## config.mk

```make
export PLATFORM = sky130hd
export DESIGN_NAME = pt_walker
export DESIGN_NICKNAME = d
export VERILOG_FILES = /design/src/rtl/ptw_pkg.sv /design/src/rtl/ptw_index_sel.sv /design/src/rtl/ptw_perm_acc.sv /design/src/rtl/ptw_pte_update.sv /design/src/rtl/pt_walker.sv
export SDC_FILE = /design/constraint.sdc
export NUM_CORES = 1
export LEC_CHECK = 0
export ABC_CLOCK_PERIOD_IN_PS = 2200
export BUFFER_PORTS_ARGS = -buffer_cell sky130_fd_sc_hd__buf_2
export CAP_MARGIN = 30
export CORE_ASPECT_RATIO = 0.75
export CORE_MARGIN = 8
export CORE_UTILIZATION = 46
export CTS_CLUSTER_DIAMETER = 30
export DETAILED_ROUTE_END_ITERATION = 10
export GPL_TIMING_DRIVEN = 0
export PLACE_DENSITY = 0.81
export SETUP_SLACK_MARGIN = 0.02
export SLEW_MARGIN = 25
export SYNTH_ARGS = -nofsm -noshare
export SYNTH_HDL_FRONTEND = slang
export SYNTH_SLANG_ARGS = --single-unit
export TNS_END_PERCENT = 20
```

## constraint.sdc

```tcl
create_clock -name clk -period 2.2 [get_ports clk]
set_clock_uncertainty 0.1 [all_clocks]
set_input_delay 0.22 -clock clk [delete_from_list [all_inputs] [get_ports clk]]
set_output_delay 0.22 -clock clk [all_outputs]
set_load 0.01 [all_outputs]
```

## src/rtl/ptw_pkg.sv

```systemverilog
// Shared constants and types for the page table walker.
// Assumes 64-bit table entries with fixed flag positions.
package ptw_pkg;

    // Flag positions inside a table entry
    localparam int BIT_PRESENT = 0;
    localparam int BIT_WRITE   = 1;
    localparam int BIT_USER    = 2;
    localparam int BIT_ACCESS  = 5;
    localparam int BIT_DIRTY   = 6;
    localparam int BIT_NOEXEC  = 63;

    // Access kinds
    localparam logic [1:0] ACC_READ  = 2'b00;
    localparam logic [1:0] ACC_WRITE = 2'b01;
    localparam logic [1:0] ACC_FETCH = 2'b10;

    typedef enum logic [1:0] {
        FLT_NONE    = 2'b00,
        FLT_ABSENT  = 2'b01,
        FLT_WRPROT  = 2'b10,
        FLT_UXPROT  = 2'b11
    } fault_e;

    typedef enum logic [2:0] {
        ST_IDLE,
        ST_RD_REQ,
        ST_RD_WAIT,
        ST_EVAL,
        ST_WB_REQ
    } walk_state_e;

endpackage

```

## src/rtl/ptw_index_sel.sv

```systemverilog
// Selects the table index for the current level out of the virtual page number.
// Assumes level 0 uses the most significant index field.
module ptw_index_sel #(
    parameter int LEVELS = 4,
    parameter int IDX_W  = 9,
    parameter int LVL_W  = 2
) (
    input  logic [LEVELS*IDX_W-1:0] vpn,
    input  logic [LVL_W-1:0]        level,
    output logic [IDX_W-1:0]        idx
);

    logic [IDX_W-1:0] idx_tbl [LEVELS];

    // Slice one index field per level, top field first
    for (genvar g = 0; g < LEVELS; g++) begin : g_slice
        assign idx_tbl[g] = vpn[(LEVELS-1-g)*IDX_W +: IDX_W];
    end

    // Pick the field for the active level
    assign idx = idx_tbl[level];

endmodule

```

## src/rtl/ptw_perm_acc.sv

```systemverilog
// Accumulates the permission flags of the entries visited so far and
// classifies the current entry's combined verdict for the pending access.
// Assumes clear comes with walk start and update with each passed level.
module ptw_perm_acc
    import ptw_pkg::*;
(
    input  logic       clk,
    input  logic       rst_n,
    input  logic       clear,
    input  logic       update,
    input  logic       ent_write,
    input  logic       ent_user,
    input  logic       ent_noexec,
    input  logic       is_write,
    input  logic       is_fetch,
    input  logic       is_user,
    output logic [1:0] verdict
);

    logic wr_ok_q, usr_ok_q, nx_q;
    logic wr_all, usr_all, nx_any;

    // Merge the stored flags with the entry under evaluation
    always_comb begin
        wr_all  = wr_ok_q  & ent_write;
        usr_all = usr_ok_q & ent_user;
        nx_any  = nx_q     | ent_noexec;
    end

    // Classify: user/fetch denial outranks write denial
    always_comb begin
        if ((is_user && !usr_all) || (is_fetch && nx_any))
            verdict = FLT_UXPROT;
        else if (is_write && !wr_all)
            verdict = FLT_WRPROT;
        else
            verdict = FLT_NONE;
    end

    // Hold the running flags across levels of one walk
    always_ff @(posedge clk) begin
        if (!rst_n || clear) begin
            wr_ok_q  <= 1'b1;
            usr_ok_q <= 1'b1;
            nx_q     <= 1'b0;
        end else if (update) begin
            wr_ok_q  <= wr_all;
            usr_ok_q <= usr_all;
            nx_q     <= nx_any;
        end
    end

    // A withdrawn write permission never returns within a walk
    assert_wr_sticky_R7: assert property (@(posedge clk) disable iff (!rst_n)
        (!wr_ok_q && !clear) |=> !wr_ok_q);

    // A seen no-execute flag stays seen within a walk
    assert_nx_sticky_R8: assert property (@(posedge clk) disable iff (!rst_n)
        (nx_q && !clear) |=> nx_q);

endmodule

```

## src/rtl/ptw_pte_update.sv

```systemverilog
// Computes the entry value after marking it accessed, and dirty when asked.
// Reports whether the value differs, so unchanged entries skip writeback.
module ptw_pte_update
    import ptw_pkg::*;
#(
    parameter int PTE_W = 64
) (
    input  logic [PTE_W-1:0] pte_in,
    input  logic             set_dirty,
    output logic [PTE_W-1:0] pte_out,
    output logic             changed
);

    // Raise the accessed flag, and the dirty flag for leaf writes
    always_comb begin
        pte_out = pte_in;
        pte_out[BIT_ACCESS] = 1'b1;
        if (set_dirty)
            pte_out[BIT_DIRTY] = 1'b1;
        changed = (pte_out != pte_in);
    end

endmodule

```

## src/rtl/pt_walker.sv

```systemverilog
// Four-level page table walker. Reads one entry per level through a
// valid/ready request port with a separate read-return strobe, folds
// permissions across levels, writes back entries whose accessed or dirty
// flags change, and reports a physical address or fault with a done pulse.
// Assumes memory returns exactly one rvalid per accepted read and none for writes.
module pt_walker
    import ptw_pkg::*;
#(
    parameter  int LEVELS  = 4,
    parameter  int IDX_W   = 9,
    parameter  int OFF_W   = 12,
    parameter  int PA_W    = 52,
    parameter  int PTE_W   = 64,
    localparam int VA_W    = LEVELS*IDX_W + OFF_W,
    localparam int FRAME_W = PA_W - OFF_W
) (
    input  logic               clk,
    input  logic               rst_n,
    input  logic               req_valid,
    output logic               req_ready,
    input  logic [VA_W-1:0]    req_vaddr,
    input  logic [1:0]         req_access,
    input  logic               req_user,
    input  logic [FRAME_W-1:0] root_frame,
    output logic               mem_req_valid,
    input  logic               mem_req_ready,
    output logic [PA_W-1:0]    mem_req_addr,
    output logic               mem_req_we,
    output logic [PTE_W-1:0]   mem_req_wdata,
    input  logic               mem_rvalid,
    input  logic [PTE_W-1:0]   mem_rdata,
    output logic               done,
    output logic [1:0]         fault,
    output logic [PA_W-1:0]    paddr
);

    localparam int LVL_W   = $clog2(LEVELS);
    localparam int SHIFT_W = OFF_W - IDX_W;

    walk_state_e        state_q;
    logic [LVL_W-1:0]   level_q;
    logic [VA_W-1:0]    vaddr_q;
    logic [1:0]         acc_q;
    logic               user_q;
    logic [FRAME_W-1:0] base_q;
    logic [PTE_W-1:0]   pte_q;
    logic [PTE_W-1:0]   wb_q;
    logic               done_q;
    logic [1:0]         fault_q;
    logic [PA_W-1:0]    paddr_q;

    logic [IDX_W-1:0]   cur_idx;
    logic [1:0]         verdict;
    logic [PTE_W-1:0]   pte_new;
    logic               pte_changed;
    logic               is_write, is_fetch, last_level;
    logic               start, perm_update;
    logic [PA_W-1:0]    leaf_pa;

    // Decode the latched request
    always_comb begin
        is_write   = (acc_q == ACC_WRITE);
        is_fetch   = (acc_q == ACC_FETCH);
        last_level = (level_q == LVL_W'(LEVELS-1));
        start      = req_valid && (state_q == ST_IDLE);
        leaf_pa    = {pte_q[PA_W-1:OFF_W], vaddr_q[OFF_W-1:0]};
    end

    ptw_index_sel #(
        .LEVELS (LEVELS),
        .IDX_W  (IDX_W),
        .LVL_W  (LVL_W)
    ) u_index (
        .vpn    (vaddr_q[VA_W-1:OFF_W]),
        .level  (level_q),
        .idx    (cur_idx)
    );

    // Permission flags advance only when a level passes cleanly
    always_comb begin
        perm_update = (state_q == ST_EVAL) && pte_q[BIT_PRESENT] && (verdict == FLT_NONE);
    end

    ptw_perm_acc u_perm (
        .clk        (clk),
        .rst_n      (rst_n),
        .clear      (start),
        .update     (perm_update),
        .ent_write  (pte_q[BIT_WRITE]),
        .ent_user   (pte_q[BIT_USER]),
        .ent_noexec (pte_q[BIT_NOEXEC]),
        .is_write   (is_write),
        .is_fetch   (is_fetch),
        .is_user    (user_q),
        .verdict    (verdict)
    );

    ptw_pte_update #(
        .PTE_W     (PTE_W)
    ) u_upd (
        .pte_in    (pte_q),
        .set_dirty (last_level && is_write),
        .pte_out   (pte_new),
        .changed   (pte_changed)
    );

    // Drive the memory port from state
    always_comb begin
        mem_req_valid = (state_q == ST_RD_REQ) || (state_q == ST_WB_REQ);
        mem_req_we    = (state_q == ST_WB_REQ);
        mem_req_addr  = {base_q, cur_idx, {SHIFT_W{1'b0}}};
        mem_req_wdata = wb_q;
        req_ready     = (state_q == ST_IDLE);
        done          = done_q;
        fault         = fault_q;
        paddr         = paddr_q;
    end

    // Walk sequencer: read, evaluate, optional writeback, next level
    always_ff @(posedge clk) begin
        if (!rst_n) begin
            state_q <= ST_IDLE;
            level_q <= '0;
            vaddr_q <= '0;
            acc_q   <= ACC_READ;
            user_q  <= 1'b0;
            base_q  <= '0;
            pte_q   <= '0;
            wb_q    <= '0;
            done_q  <= 1'b0;
            fault_q <= FLT_NONE;
            paddr_q <= '0;
        end else begin
            done_q <= 1'b0;
            case (state_q)
                ST_IDLE: begin
                    if (req_valid) begin
                        vaddr_q <= req_vaddr;
                        acc_q   <= req_access;
                        user_q  <= req_user;
                        base_q  <= root_frame;
                        level_q <= '0;
                        state_q <= ST_RD_REQ;
                    end
                end
                ST_RD_REQ: begin
                    if (mem_req_ready)
                        state_q <= ST_RD_WAIT;
                end
                ST_RD_WAIT: begin
                    if (mem_rvalid) begin
                        pte_q   <= mem_rdata;
                        state_q <= ST_EVAL;
                    end
                end
                ST_EVAL: begin
                    if (!pte_q[BIT_PRESENT]) begin
                        done_q  <= 1'b1;
                        fault_q <= FLT_ABSENT;
                        paddr_q <= '0;
                        state_q <= ST_IDLE;
                    end else if (verdict != FLT_NONE) begin
                        done_q  <= 1'b1;
                        fault_q <= verdict;
                        paddr_q <= '0;
                        state_q <= ST_IDLE;
                    end else if (pte_changed) begin
                        wb_q    <= pte_new;
                        state_q <= ST_WB_REQ;
                    end else if (last_level) begin
                        done_q  <= 1'b1;
                        fault_q <= FLT_NONE;
                        paddr_q <= leaf_pa;
                        state_q <= ST_IDLE;
                    end else begin
                        base_q  <= pte_q[PA_W-1:OFF_W];
                        level_q <= level_q + 1'b1;
                        state_q <= ST_RD_REQ;
                    end
                end
                ST_WB_REQ: begin
                    if (mem_req_ready) begin
                        if (last_level) begin
                            done_q  <= 1'b1;
                            fault_q <= FLT_NONE;
                            paddr_q <= leaf_pa;
                            state_q <= ST_IDLE;
                        end else begin
                            base_q  <= pte_q[PA_W-1:OFF_W];
                            level_q <= level_q + 1'b1;
                            state_q <= ST_RD_REQ;
                        end
                    end
                end
                default: state_q <= ST_IDLE;
            endcase
        end
    end

    // Stalled requests hold their fields
    assert_req_hold_R10: assert property (@(posedge clk) disable iff (!rst_n)
        (mem_req_valid && !mem_req_ready) |=> (mem_req_valid && $stable(mem_req_addr)
            && $stable(mem_req_we) && $stable(mem_req_wdata)));

    // Completion is a single-cycle pulse
    assert_done_pulse_R3: assert property (@(posedge clk) disable iff (!rst_n)
        done |=> !done);

    // Every writeback carries the accessed and present flags
    assert_wb_accessed_R5: assert property (@(posedge clk) disable iff (!rst_n)
        (mem_req_valid && mem_req_we) |-> (mem_req_wdata[BIT_ACCESS] && mem_req_wdata[BIT_PRESENT]));

    // Non-write walks never alter the dirty flag
    assert_no_dirty_on_read_R6: assert property (@(posedge clk) disable iff (!rst_n)
        (mem_req_valid && mem_req_we && !is_write) |-> (mem_req_wdata[BIT_DIRTY] == pte_q[BIT_DIRTY]));

    // A successful result always carries a physical address from the leaf
    assert_ok_paddr_R3: assert property (@(posedge clk) disable iff (!rst_n)
        (done && fault == FLT_NONE) |-> (paddr[OFF_W-1:0] == vaddr_q[OFF_W-1:0]));

endmodule

```

After elaboration in Yosys (flattened, before gate mapping)
Index checks and enable logic that the tools add are counted.

Muxes and demuxes: 47. Order comparisons: 1. Equal/unequal tests: 16. Reduce and logical (&&, ||, !) cells: 24. Add/sub/neg operators: 1. Bitwise gates (word level): 5.

Operators by type and width (count): 2-to-1 mux 52 bit (5); 2-to-1 mux 40 bit (6); case mux 40 bit (3 select lines) (1); case mux 52 bit (2 select lines) (1); 2-to-1 mux 2 bit (13); 2-to-1 mux 3 bit (7); binary-select mux 9 bit (select 2 bit) (1); 2-to-1 mux 9 bit (2); case mux 3 bit (5 select lines) (1); != test 2 bit, second input constant (7); AND reduction 4 bit (2); logical AND 1 bit (7); 2-to-1 mux 1 bit (7); == test 3 x 2 -> 1 bit, second input constant (2); case mux 2 bit (3 select lines) (1); AND reduction 6 bit (1); == test 2 bit, second input constant (2); != test 4 x 3 -> 1 bit, second input constant (1); case mux 2 bit (2 select lines) (1); AND reduction 2 bit (2); nonzero test 2 bit (2); == test 3 x 1 -> 1 bit, second input constant (1); == test 3 bit, second input constant (1); >= comparator 3 bit, second input constant (1); other kinds (14) (19).

Input bits: 160. Output and inout port bits: 174. Register bits: 282.

Logic depth before layout (Yosys ltp)
Gate-level depths: netlist of run 1.

Depth in word-level cells: 9. Gate-level depth with buffers: 10.

Cells and area by module
Synthesis of run 1 repeated with hierarchy kept, for this count alone.

Cell total of the unflattened synthesis: 1393. Area total of the unflattened synthesis: 11868.9 sq um.

Modules (own cells, without submodules): pt_walker (cells each 1298, area each 11009.3 sq um, times used 1, sequential area each 5585.4 sq um); ptw_pte_update (cells each 67, area each 491.7 sq um, times used 1, sequential area each 0.0 sq um); ptw_index_sel (cells each 11, area each 219.0 sq um, times used 1, sequential area each 0.0 sq um); ptw_perm_acc (cells each 17, area each 148.9 sq um, times used 1, sequential area each 60.1 sq um).

Least setup slack after synthesis of run 1
No wires, ideal clock.

Kind: register -> register. Start: reg level_q[0]. End: reg paddr_q[10] (netlist: paddr[10]). Setup time: 59 ps. Slack: 81 ps. Data required time: 2041 ps. Stages on the path, launching flop included: 10. Clock period less this slack: 2119 ps. Path buffers: 3. Data arrival time: 1960 ps. Path through: dfxtp_1 ha_1 buf_2 nand3b_1 o21ai_0 and3_1 buf_2 nor4_4 buf_6 a22o_1.

Longest elaborated chain between the ends: 6. Elaborated cells between the ends (all ways): 12. Those cells by class: 3 x eq/ne; 7 x mux; 2 x reduce/logical.

RTL lines: start: declaration (line pt_walker.sv:41) `logic [LVL_W-1:0] level_q;`; start signal: assignment (line pt_walker.sv:177) `level_q <= level_q + 1'b1;`; start signal: assignment (line pt_walker.sv:190) `level_q <= level_q + 1'b1;`; == test 2 bit * (line pt_walker.sv:64) `last_level = (level_q == LVL_W'(LEVELS-1));`; logical AND 1 bit / 2-to-1 mux 52 bit (equally long branches); 2-to-1 mux 1 bit / 2-to-1 mux 52 bit (equally long branches); != test 2 bit / 2-to-1 mux 52 bit (equally long branches); != test 4 x 3 -> 1 bit (no line) / 2-to-1 mux 52 bit (equally long branches); AND reduction 3 bit (no line) / case mux 52 bit (2 select lines) (equally long branches); end signal: assignment (line pt_walker.sv:173) `paddr_q <= leaf_pa;`; end signal: assignment (line pt_walker.sv:186) `paddr_q <= leaf_pa;`; end: declaration (line pt_walker.sv:50) `logic [PA_W-1:0] paddr_q;`.

Mark *: on every way between the ends. The rest lies on a longest branch, timed or not. The select of a mux whose other input is x is not followed. A chain may end at the register's enable or synchronous reset.

Worst setup path after layout of run 1
Start: reg state_q[0]. End: reg paddr_q[15] (netlist: paddr[15]).

Longest elaborated chain between the ends: 3. Elaborated cells between the ends (all ways): 7. Those cells by class: 4 x eq/ne; 1 x mux; 2 x reduce/logical.

RTL lines: start: declaration (line pt_walker.sv:40) `walk_state_e state_q;`; start signal: assignment (line pt_walker.sv:122) `state_q <= ST_IDLE;`; start signal: assignment (line pt_walker.sv:143) `state_q <= ST_RD_REQ;`; start signal: assignment (line pt_walker.sv:148) `state_q <= ST_RD_WAIT;`; == test 3 x 2 -> 1 bit / == test 3 bit (equally long branches) (line pt_walker.sv:135) `case (state_q)`; != test 4 x 3 -> 1 bit (no line) (tied with other cells); AND reduction 3 bit (no line).

Parallel ways exist; a longest one is shown, timed or not.

==> results of run 1 <==
-- per-stage QoR --
| stage | total power (W) | instance area (sq um) | util [%] |
|---|---|---|---|
| final | 0.0145 | 16200 | 71.2 |
| after global routing | 0.0149 | 16200 | 71.2 |
| after CTS | 0.0143 | 15700 | 69.2 |
| after detailed placement | 0.00675 | 12500 | 55.2 |
| after global placement | 0.00671 | 12500 | 55.2 |
| after floorplan | 0.00620 | 10500 | - |
-- placed cells by master (no fill, tap or decap), types with 3 or more instances in the layout --
master	instances
a21oi_2	5
a211oi_2	27
clkbuf_16	45
buf_8	3
dlygate4sd3_1	146
clkbuf_1	42
a21oi_1	218
nand3_1	4
buf_4	28
buf_2	342
nand2_1	361
buf_12	3
nand3b_1	4
buf_6	19
mux2i_1	39
clkbuf_4	3
a22o_1	51
o21ai_0	5
buf_1	4
diode_2	7
conb_1	3
inv_6	8
clkbuf_8	5
bufinv_16	7
clkbuf_2	12
a211oi_1	13
nor3_1	5
clkinv_2	5
dfxtp_4	4
dfxtp_1	275
clkinv_4	3
mux4_2	9
nor2_1	8
-- report_power, final --
| part | internal, W | switching [W] |
|---|---|---|
| registers | 0.00530 | 0.000157 |
| logic | 0.000734 | 0.000901 |
| clock network | 0.00479 | 0.00259 |
| total | 0.0108 | 0.00365 |
-- metal layers --
layer | vias up | global-route usage [%] | part of all wire, %
li1 | 5166 | - | -
met1 | 5470 | 36.5 | 38
met2 | 821 | 45.9 | 46
met3 | 227 | 8.38 | 10
met4 | 4 | 17.2 | 6.2
met5 | - | 0 | 0.056
-- layout make-up --
| class | instances | area [sq um] | area share (%) |
|---|---|---|---|
| repair buffers | 501 | 3340 | 20.6 |
| well taps | 300 | 375 | 2.32 |
| clock inverters | 27 | 378 | 2.34 |
| multi-input cells | 799 | 4600 | 28.4 |
| plain buffers | 99 | 611 | 3.78 |
| flip-flops and latches | 281 | 5640 | 34.9 |
| clock buffers | 52 | 1200 | 7.43 |
| diodes | 7 | 17.5 | 0.108 |
| inverters | 2 | 7.51 | 0.0464 |
-- path summary, 6_finish.rpt --
path                                         end  slack, ns  cells past startpoint
worst min-delay path                  base_q[36]       0.03                      3
worst min register to register  mem_req_wdata[3]       0.35                      2
worst max register to register         paddr[15]      0.001                      9
worst max-delay path                   paddr[15]      0.001                      9
-- cell families after synthesis --
kind of cell / synth area share (%)
AND/OR/NAND/NOR: 15.7
AO/OA/AOI/OAI: 19.6
flip-flops: 53.6
buffers and inverters: 4.96
multiplexers: 5.84
adder cells (fa/ha/maj): 0.119
other: 0.0357
XOR/XNOR: 0.0835
-- worst max-delay path: cells and delay by family (launching register included) --
kind / cells / cell delay, ns
AOI/OAI and AO/OA: 2 / 0.59
buffers and inverters: 4 / 0.55
and+or+nand+nor: 3 / 0.49
DFF: 1 / 0.34
-- state kept, by name, summed over array words and instances (netlist names) --
name,count
acc_q,2
paddr,52
vaddr_q,48
mem_req_wdata,63
state_q,3
u_perm.wr_ok_q,1
level_q,2
u_perm.nx_q,1
pte_q,64
fault,2
user_q,1
done,1
u_perm.usr_ok_q,1
base_q,40
-- what timing repair did --
item	4_1_cts	5_1_grt
resized for setup	29	94
setup buffers	6	18
hold buffers	146	0
pin swaps	3	12
endpoints found under the setup margin	233	250
gates cloned	0	1
hold endpoints to repair	147	0
==> reports/results.tsv, run 1 <==
stage	metric	value	unit
floorplanning	die width	190	um
floorplanning	# rows	48	
routing	vias post-DR	11688	
critical_path	Crit. Startpoint	state_q[0]	
grt	vias in the first global route	11728	
routing	WL final	44300	um
grt	GRT Total Usage	29.7	%
routing	drt drc	0	
floorplanning	Initial Utilization	46.2	%
sta	Max transition margin	46.2	%
critical_path	crit-path cells	buf_6 > nand3b_1 > a211oi_4 > and3_4 > buf_6 > nor4_4 > buf_4 > buf_6 > a22o_1	
cells_and_area	Layout fillers	1563	
power_and_ir_drop	Power Dens Cells	895	nW/um^2
synthesis	ys flop type	dfxtp_1	
critical_path	critical path type	register to register	
sta	Final Setup Violations	0	
routing	wire per inst	21.4	um
sta	Final TNS setup	0	ns
critical_path	CP Capture Type	register	
synthesis	Syn Inst Count	1182	
status	status	completed	
flow_run	max_cap viols	0	
sta	Fin. Hold Viols	0	
sta	Tightest Pin Transition	0.806	ns
power_and_ir_drop	Worst VDD drop	0.676	mV
synthesis	post-synthesis cell type count	52	
grt	gr ovfl total	0	
routing	antenna-violating nets left	0	
synthesis	number of synthesized flops with an enable pin	0	
sta	min Tclk post-route	2.20	ns
clock_network	CTS H-Tree Depth	2	
critical_path	startpoint types	register	
critical_path	Crit path top cell by count	buf_6	
cells_and_area	fin cells	2068	
sta	fmax	0.455	GHz
placed_design	GP Congestion	0.919	
floorplanning	IO Pins	334	
routing	DR iter-0 viols	962	
clock_network	Sink Count	281	
clock_network	CTS buffer count	44	
grt	first-pass GRT wire length	65700	um
synthesis	Syn. warnings	0	
synthesis	top-area cell type share of the netlist area	53.6	%
cells_and_area	layout cells sized above 1	31.6	%
synthesis	syn_area_per_cell	8.88	sq um
clock_network	root buffer cell	clkbuf_16	
floorplanning	Die Ht	147	um
clock_network	CTS clk-pin slew, worst paths	0.06	ns
synthesis	post-synth top area cell	dfxtp_1	
cells_and_area	Nets	1889	
critical_path	Slowest-stage cell, CP	a211oi_4	
placed_design	port bufs	330	
placed_design	dpl hpwl	26900	um
clock_network	TritonCTS clock tree	yes	
sta	final hold slack	0.0308	ns
synthesis	FFs w/ async S/R, synth	0	%
placed_design	Placement Setup Slack	-0.511	ns
synthesis	synth cell count leaders	nand2_1, dfxtp_1, a21oi_1	
clock_network	maximum clock path buffer count	3	
sta	RSZ-0062 raised after global routing	true	
min_path	Hold Path Class	primary input to register	
critical_path	CP Data Required Time	2.50	ns
synthesis	Seq/Total Area, Yosys	53.6	%
routing	First-pass DRT Iterations	7	
min_path	hold wc startpoint	root_frame[36]	
critical_path	CP max stage delay	0.35	ns
floorplanning	Floorplan Core Area	22700	sq um
routing	DR vias/cell	5.65	
power_and_ir_drop	LEAKAGE	7.09	nW
sta	Tcrit/Tclk final	99.9	%
synthesis	post-synthesis register bit count	281	
clock_network	clock latency on the worst-skew pair	0.52	ns
synthesis	top-count cell post-synth	nand2_1	
critical_path	worst r2r src	state_q[0]	
sta	Setup WS post-layout	0.00147	ns
placed_design	placed insts	1814	
grt	pin count of the biggest net entering global routing	14	
sta	Final Max Slew Viols	0	
floorplanning	die area	28000	sq um
grt	initial antenna violation count	9	
critical_path	CP arrival	2.50	ns
cells_and_area	synthesis-to-layout area growth	54.1	%
critical_path	worst-path fanout max	10	
synthesis	Mapped Area	10500	sq um
synthesis	leading post-synthesis cells by cell area	dfxtp_1, nand2_1, a21oi_1	
(Power assumes the default switching activity.)
==> run 2: changes to the inputs <==
--- a/config.mk
+++ b/config.mk
@@ -5,7 +5,7 @@
 export SDC_FILE = /design/constraint.sdc
 export NUM_CORES = 1
 export LEC_CHECK = 0
-export ABC_CLOCK_PERIOD_IN_PS = 2200
+export ABC_CLOCK_PERIOD_IN_PS = 1810
 export BUFFER_PORTS_ARGS = -buffer_cell sky130_fd_sc_hd__buf_2
 export CAP_MARGIN = 30
 export CORE_ASPECT_RATIO = 0.75
@@ -15,6 +15,7 @@
 export DETAILED_ROUTE_END_ITERATION = 10
 export GPL_TIMING_DRIVEN = 0
 export PLACE_DENSITY = 0.81
+export RECOVER_POWER = 25
 export SETUP_SLACK_MARGIN = 0.02
 export SLEW_MARGIN = 25
 export SYNTH_ARGS = -nofsm -noshare
==> constraint.sdc (replaced) <==
create_clock -name clk -period 1.81 [get_ports clk]
set_clock_uncertainty 0.1 [all_clocks]
set_input_delay 0.0905 -clock clk [delete_from_list [all_inputs] [get_ports clk]]
set_output_delay 0.0905 -clock clk [all_outputs]
set_load 0.01 [all_outputs]
==> run 2 against run 1 <==
Largest cell class unchanged. Sequential share of layout area fell by 2.6 points. The run now ends with setup timing left. Flip-flop and latch count did not move. Register-to-register slack got worse by 0.51 ns. Wire length is 11% higher. Global-route usage increased by 1.7 points. Sequential power rose by 22%. Power grew 28%. Core utilization increased by 5.6 points. Combinational power increased by 43%. Count of clock-buffer cells in the layout grew 7.
==> reports/results.tsv, run 2 (synthesis gave the netlist of run 1 again) <==
stage	metric	value	unit	change
placed_design	DP Area	12500	sq um	unchanged
grt	GRT Total Usage	31.3	%	+1.7 points
sta	Final Max Slew Viols	0		unchanged
sta	Final Setup Violations	186		+186
min_path	Hold Path Class	primary input to register		
placed_design	port bufs	330		unchanged
grt	met2 Usage GRT	51.2	%	+5.3 points
power_and_ir_drop	Psw	0.00479	W	+31%
clock_network	CTS clk-pin slew, worst paths	0.06	ns	about the same
sta	RSZ-0062 raised after global routing	true		
sta	Setup WS post-layout	-0.513	ns	-0.514 ns
power_and_ir_drop	Power Dens Cells	1070	nW/um^2	+19%
cells_and_area	Storage cell area	5640	sq um	-0.11%
sta	min Tclk post-route	2.32	ns	+0.124 ns
cells_and_area	Finished Core Util	76.8	%	+5.6 points
floorplanning	Initial Utilization	46.2	%	unchanged
routing	vias post-DR	12332		+5.5%
flow_run	max_cap viols	0		unchanged
routing	drt drc	0		unchanged
clock_network	CTS H-Tree Depth	2		unchanged
critical_path	CP Capture Type	register		
grt	gr ovfl total	0		unchanged
power_and_ir_drop	sequential power share	35.8	%	-1.9 points
routing	DR iter-0 viols	1085		+13%
status	status	finished, violations left		
clock_network	CTS buffer count	48		+9.1%
cells_and_area	Reg with most FFs	pte_q		
power_and_ir_drop	internal cell power	0.0138	W	+27%
floorplanning	Die Ht	147	um	unchanged
critical_path	startpoint types	register		
floorplanning	die width	190	um	unchanged
sta	Tightest Pin Transition	1.01	ns	+0.201 ns
routing	DR vias/cell	5.80		+2.6%
grt	first-pass GRT wire length	70000	um	+6.6%
critical_path	CP arrival	2.61	ns	+0.11 ns
power_and_ir_drop	switching share of total power	25.8	%	+0.57 points
critical_path	critical path type	register to register		
cells_and_area	area of the multi-input gates	4840	sq um	+5.2%
sta	Max transition margin	32.8	%	-13 points
clock_network	TritonCTS clock tree	yes		
power_and_ir_drop	LEAKAGE	7.71	nW	+8.7%
floorplanning	Floorplan Core Area	22700	sq um	unchanged
grt	initial antenna violation count	9		unchanged
clock_network	clock latency on the worst-skew pair	0.54	ns	+0.02 ns
sta	fmax	0.431	GHz	-5.4%
clock_network	Sink Count	281		unchanged
cells_and_area	layout cells sized above 1	35.9	%	+4.3 points
power_and_ir_drop	Combinational Power Share	12.5	%	+1.2 points
status	violated checks	setup timing		
placed_design	dpl hpwl	27200	um	+0.98%
routing	WL final	49000	um	+11%
placed_design	GP Congestion	0.920		about the same
cells_and_area	commonest non-fill, non-tap cell in the layout	nand2_1		
cells_and_area	synthesis-to-layout area growth	66.1	%	
cells_and_area	Layout fillers	1378		-12%
cells_and_area	max reg flops	64		unchanged
power_and_ir_drop	Worst VDD drop	0.973	mV	+44%
cells_and_area	commonest non-fill, non-tap cells in the layout	nand2_1, buf_2, dfxtp_1		
floorplanning	IO Pins	334		unchanged
critical_path	worst-path fanout max	10		unchanged
grt	GR Layer Usage met3	8.62	%	+0.24 points
sta	Fin. Hold Viols	0		unchanged
cells_and_area	final instance area	17400	sq um	+7.8%
power_and_ir_drop	Clock Power Share	51.7	%	+0.7 points
grt	GR Util met1	36.3	%	-0.19 points
floorplanning	die area	28000	sq um	unchanged
clock_network	maximum clock path buffer count	3		unchanged
sta	Tcrit/Tclk final	128	%	+28 points
routing	wire per inst	23.1	um	+7.7%
grt	pin count of the biggest net entering global routing	13		-1
clock_network	root buffer cell	clkbuf_16		
routing	First-pass DRT Iterations	5		-2
grt	vias in the first global route	12551		+7.0%
cells_and_area	Nets	1940		+2.7%
floorplanning	# rows	48		unchanged
grt	most used routing layer	met2		
routing	antenna-violating nets left	0		unchanged
critical_path	CP Data Required Time	2.10	ns	-0.40 ns
==> run 2: cell count changes in the layout (fill, tap and decap cells not counted), sizes merged <==
cell	change
buf	+33
dlygate4sd3	+12
clkbuf	+9
inv	+5
clkinv	-3
clkinvlp	+1
diode	+1
==> run 2: path summary, 6_finish.rpt <==
check              from  slack [ns]  cells past startpoint           endpoint
max reg2reg  state_q[0]       -0.51                      8          base_q[7]
min reg2reg   pte_q[61]        0.35                      2  mem_req_wdata[61]
min           req_valid       0.008                      4           acc_q[1]
max          state_q[0]       -0.51                      8          base_q[7]
==> run 2: area by class of cell <==
cell class | count | area share [%]
Antenna cell | 8 | 0.115
Buffer | 98 | 4.93
Clock buffer | 59 | 7.53
Clock inverter | 30 | 2.31
Inverter | 2 | 0.0431
Multi-Input combinational cell | 799 | 27.8
Sequential cell | 281 | 32.3
Tap cell | 300 | 2.15
Timing Repair Buffer | 549 | 22.8
==> run 2: stage by stage <==
step	instances	hold slack [ns]	power (W)	setup TNS [ns]	setup slack [ns]
floorplan	1184	0.126	0.00754	-16.81	-0.156
global placement	1814	0.233	0.00816	-138.72	-0.769
detailed placement	1814	0.236	0.00821	-150.30	-0.800
CTS	2097	0.00674	0.0182	-30.64	-0.263
global route	2126	0.00996	0.0190	-63.45	-0.511
finish	2126	0.00828	0.0186	-51.10	-0.513
==> run 2: routing by layer <==
metal  share of wire (%)  vias to the layer above  wire [um]
met5               0.035                        -         17
met4                 6.7                        2       3300
met3                  10                      269       4980
met2                  47                      929      23000
met1                  36                     5856      17700
li1                    -                     5276          -
==> run 2: power groups by stage <==
stage | Sequential (W) | Clock [W] | Combinational [W]
detailed placement | 0.00674 | 0 | 0.00147
global route | 0.00667 | 0.00993 | 0.00244
CTS | 0.00662 | 0.00958 | 0.00197
global placement | 0.00673 | 0 | 0.00143
finish | 0.00666 | 0.00961 | 0.00233
floorplan | 0.00675 | 0 | 0.000793
==> run 2: worst max-delay path, cell delays in order, from the launching register on <==
cell and delay (ns):
dfxtp_2 0.32, buf_6 0.11, nand3b_1 0.19, a211oi_4 0.41, a31o_4 0.25, buf_6 0.12, buf_8 0.13, a21oi_1 0.14
a211oi_2 0.40
==> run 2: repair_timing <==
item,4_1_cts,5_1_grt
pin swaps,33,36
gates resized for setup,155,150
gates cloned,4,9
hold buffers,158,0
setup buffers,38,12
endpoints found under the hold margin,161,0
endpoints found under the setup margin,289,286
==> run 3: changes to the inputs <==
==> constraint.sdc (replaced) <==
create_clock -name clk -period 1.81 [get_ports clk]
set_clock_uncertainty 0.1 [all_clocks]
set_input_delay 0.4525 -clock clk [delete_from_list [all_inputs] [get_ports clk]]
set_output_delay 0.4525 -clock clk [all_outputs]
set_load 0.01 [all_outputs]
==> run 3 against run 2 <==
The run still ends with setup timing left. Critical path depth decreased by 5. Worst setup slack improved by 0.071 ns. Non-clock buffer count fell by 148. Sequential share of layout area rose by 3.3 points. First-iteration DRC count decreased by 20%. Sequential power barely moved. Design area shrank 9.1%. Critical path type is now register to primary output. Register-to-register slack better by 0.11 ns. Fmax grew 3.1%. Hold slack improved by 0.047 ns. Power down 2.9%. Core utilization shrank 7.0 points.
==> reports/results.tsv, run 3 (synthesis gave the netlist of run 1 again) <==
stage	metric	value	unit	change
floorplanning	IO Pins	334		unchanged
sta	Fin. Hold Viols	0		unchanged
routing	vias post-DR	11149		-9.6%
status	violated checks	setup timing		
sta	Setup WS post-layout	-0.442	ns	+0.0706 ns
cells_and_area	commonest non-fill, non-tap cells in the layout	nand2_1, buf_2, dfxtp_1		
sta	min Tclk post-route	2.25	ns	-0.0706 ns
cells_and_area	max reg flops	64		unchanged
routing	antenna-violating nets left	0		unchanged
floorplanning	die width	190	um	unchanged
grt	GRT Total Usage	27.7	%	-3.6 points
grt	vias in the first global route	11250		-10%
cells_and_area	Reg with most FFs	pte_q		
critical_path	Slowest-stage cell, CP	mux4_2		
power_and_ir_drop	Final Power	0.0181	W	-2.9%
critical_path	Crit path max-delay family	multiplexers		
sta	Final Setup Violations	251		+35%
clock_network	Sink Count	281		unchanged
grt	gr ovfl total	0		unchanged
floorplanning	Floorplan Core Area	22700	sq um	unchanged
sta	final hold slack	0.0555	ns	+0.0472 ns
cells_and_area	Nets	1792		-7.6%
clock_network	CTS clk-pin slew, worst paths	0.06	ns	about the same
placed_design	placed insts	1814		unchanged
routing	WL final	42200	um	-14%
routing	DR vias/cell	5.66		-2.5%
power_and_ir_drop	Power Dens Cells	1140	nW/um^2	+6.8%
cells_and_area	Finished Core Util	69.8	%	-7.0 points
clock_network	CTS buffer count	48		unchanged
clock_network	maximum clock path buffer count	3		unchanged
placed_design	Placement Setup Slack	-0.800	ns	unchanged
power_and_ir_drop	LEAKAGE	6.85	nW	-11%
critical_path	worst-path fanout max	6		-4
clock_network	TritonCTS clock tree	yes		
grt	initial antenna violation count	2		-7
grt	pin count of the biggest net entering global routing	13		unchanged
sta	Final Max Slew Viols	0		unchanged
power_and_ir_drop	Worst VDD drop	0.918	mV	-5.6%
cells_and_area	fin cells	1971		-7.3%
placed_design	dpl hpwl	27200	um	unchanged
critical_path	CP arrival	1.70	ns	-0.91 ns
critical_path	startpoint types	register		
cells_and_area	synthesis-to-layout area growth	51.1	%	
min_path	Hold Path Class	primary input to register		
floorplanning	# rows	48		unchanged
floorplanning	Initial Utilization	46.2	%	unchanged
critical_path	CP Data Required Time	1.26	ns	-0.84 ns
clock_network	CTS H-Tree Depth	2		unchanged
floorplanning	die area	28000	sq um	unchanged
flow_run	max_cap viols	0		unchanged
clock_network	clock latency on the worst-skew pair	0.53	ns	about the same
cells_and_area	layout cells sized above 1	36.7	%	+0.79 points
grt	first-pass GRT wire length	62000	um	-11%
critical_path	Worst Path Buf+Inv	2		-1
floorplanning	Die Ht	147	um	unchanged
cells_and_area	commonest non-fill, non-tap cell in the layout	nand2_1		
clock_network	root buffer cell	clkbuf_16		
clock_network	cts hold-fix bufs	0		-100%
placed_design	port bufs	330		unchanged
status	status	finished, violations left		
routing	DR iter-0 viols	871		-20%
routing	drt drc	0		unchanged
routing	First-pass DRT Iterations	6		+1
critical_path	CP max stage delay	0.54	ns	+0.13 ns
critical_path	CP Capture Type	primary output		
sta	Max transition margin	43.0	%	+10 points
sta	fmax	0.444	GHz	+3.1%
sta	Tcrit/Tclk final	124	%	-3.9 points
routing	wire per inst	21.4	um	-7.2%
critical_path	crit-path cells	buf_8 > mux4_2 > buf_6		
placed_design	GP Congestion	0.920		unchanged
sta	Tightest Pin Transition	0.856	ns	-0.152 ns
sta	RSZ-0062 raised after global routing	true		
critical_path	critical path type	register to primary output		
==> run 3: cell count changes in the layout (fill, tap and decap cells not counted), moves of 5 or more <==
| cell | previous run | this run |
|---|---|---|
| diode_2 | 8 | 1 |
| clkbuf_4 | 7 | 1 |
| buf_4 | 49 | 61 |
| dlygate4sd3_1 | 158 | 0 |
| a211oi_4 | 7 | 2 |
| clkbuf_1 | 35 | 87 |
| nand2_2 | 4 | 10 |
| buf_2 | 329 | 278 |
| a211oi_1 | 19 | 13 |
| a211oi_2 | 15 | 26 |
==> run 3: where the power goes <==
group          total [W]  internal (W)  switching [W]
sequential       0.00664       0.00645       0.000191
clock            0.00952       0.00626        0.00327
combinational    0.00189      0.000818        0.00107
total             0.0181        0.0135        0.00453
==> run 3: repair_timing <==
item | CTS | global route
gates cloned | 10 | 6
pin swaps | 17 | 41
endpoints found under the setup margin | 290 | 288
resized for setup | 160 | 130
buffers inserted | 41 | 24
==> run 3: path summary, 6_finish.rpt <==
check	startpoint	endpoint	slack (ns)	cells after the start
worst min-delay path	req_vaddr[12]	vaddr_q[12]	0.06	3
worst max-delay path	level_q[1]	mem_req_addr[8]	-0.44	3
worst min register to register	pte_q[61]	mem_req_wdata[61]	0.35	2
worst max register to register	level_q[1]	mem_req_wdata[6]	-0.40	12
==> run 3: metrics by stage <==
stage          setup TNS [ns]  cell area, sq um
4_1_cts                -59.40             15400
3_5_place_dp          -156.45             12500
6_report               -66.28             15900
2_1_floorplan          -17.32             10500
5_1_grt                -82.26             15900
3_3_place_gp          -147.09             12500
==> run 3: final cells by class <==
type	count	area, sq um
repair buffers	405	2570
inverters	2	7.51
multi-input cells	799	4800
flip-flops and latches	281	5640
fillers	1648	6850
diodes	1	2.50
well taps	300	375
plain buffers	94	744
clock inverters	30	403
clock buffers	59	1310
==> run 3: worst reg2reg max path: stages (launching register included) <==
cell	delay (ns)
dfxtp_4	0.37
ha_4	0.16
nand3b_1	0.16
buf_4	0.18
buf_4	0.12
buf_4	0.12
buf_4	0.12
buf_4	0.13
buf_4	0.14
buf_4	0.12
buf_4	0.12
nor3b_1	0.13
nor3_1	0.17
==> run 3: metal layers <==
layer  up-vias  part of all wire [%]  GRT usage, %  routed length (um)
li1       4978                     -             -                   -
met4         2                   4.3          11.2                1800
met1      5297                    39          34.8               16600
met2       714                    46          45.0               19500
met5         -                 0.038             0                  16
met3       158                    10          7.01                4280
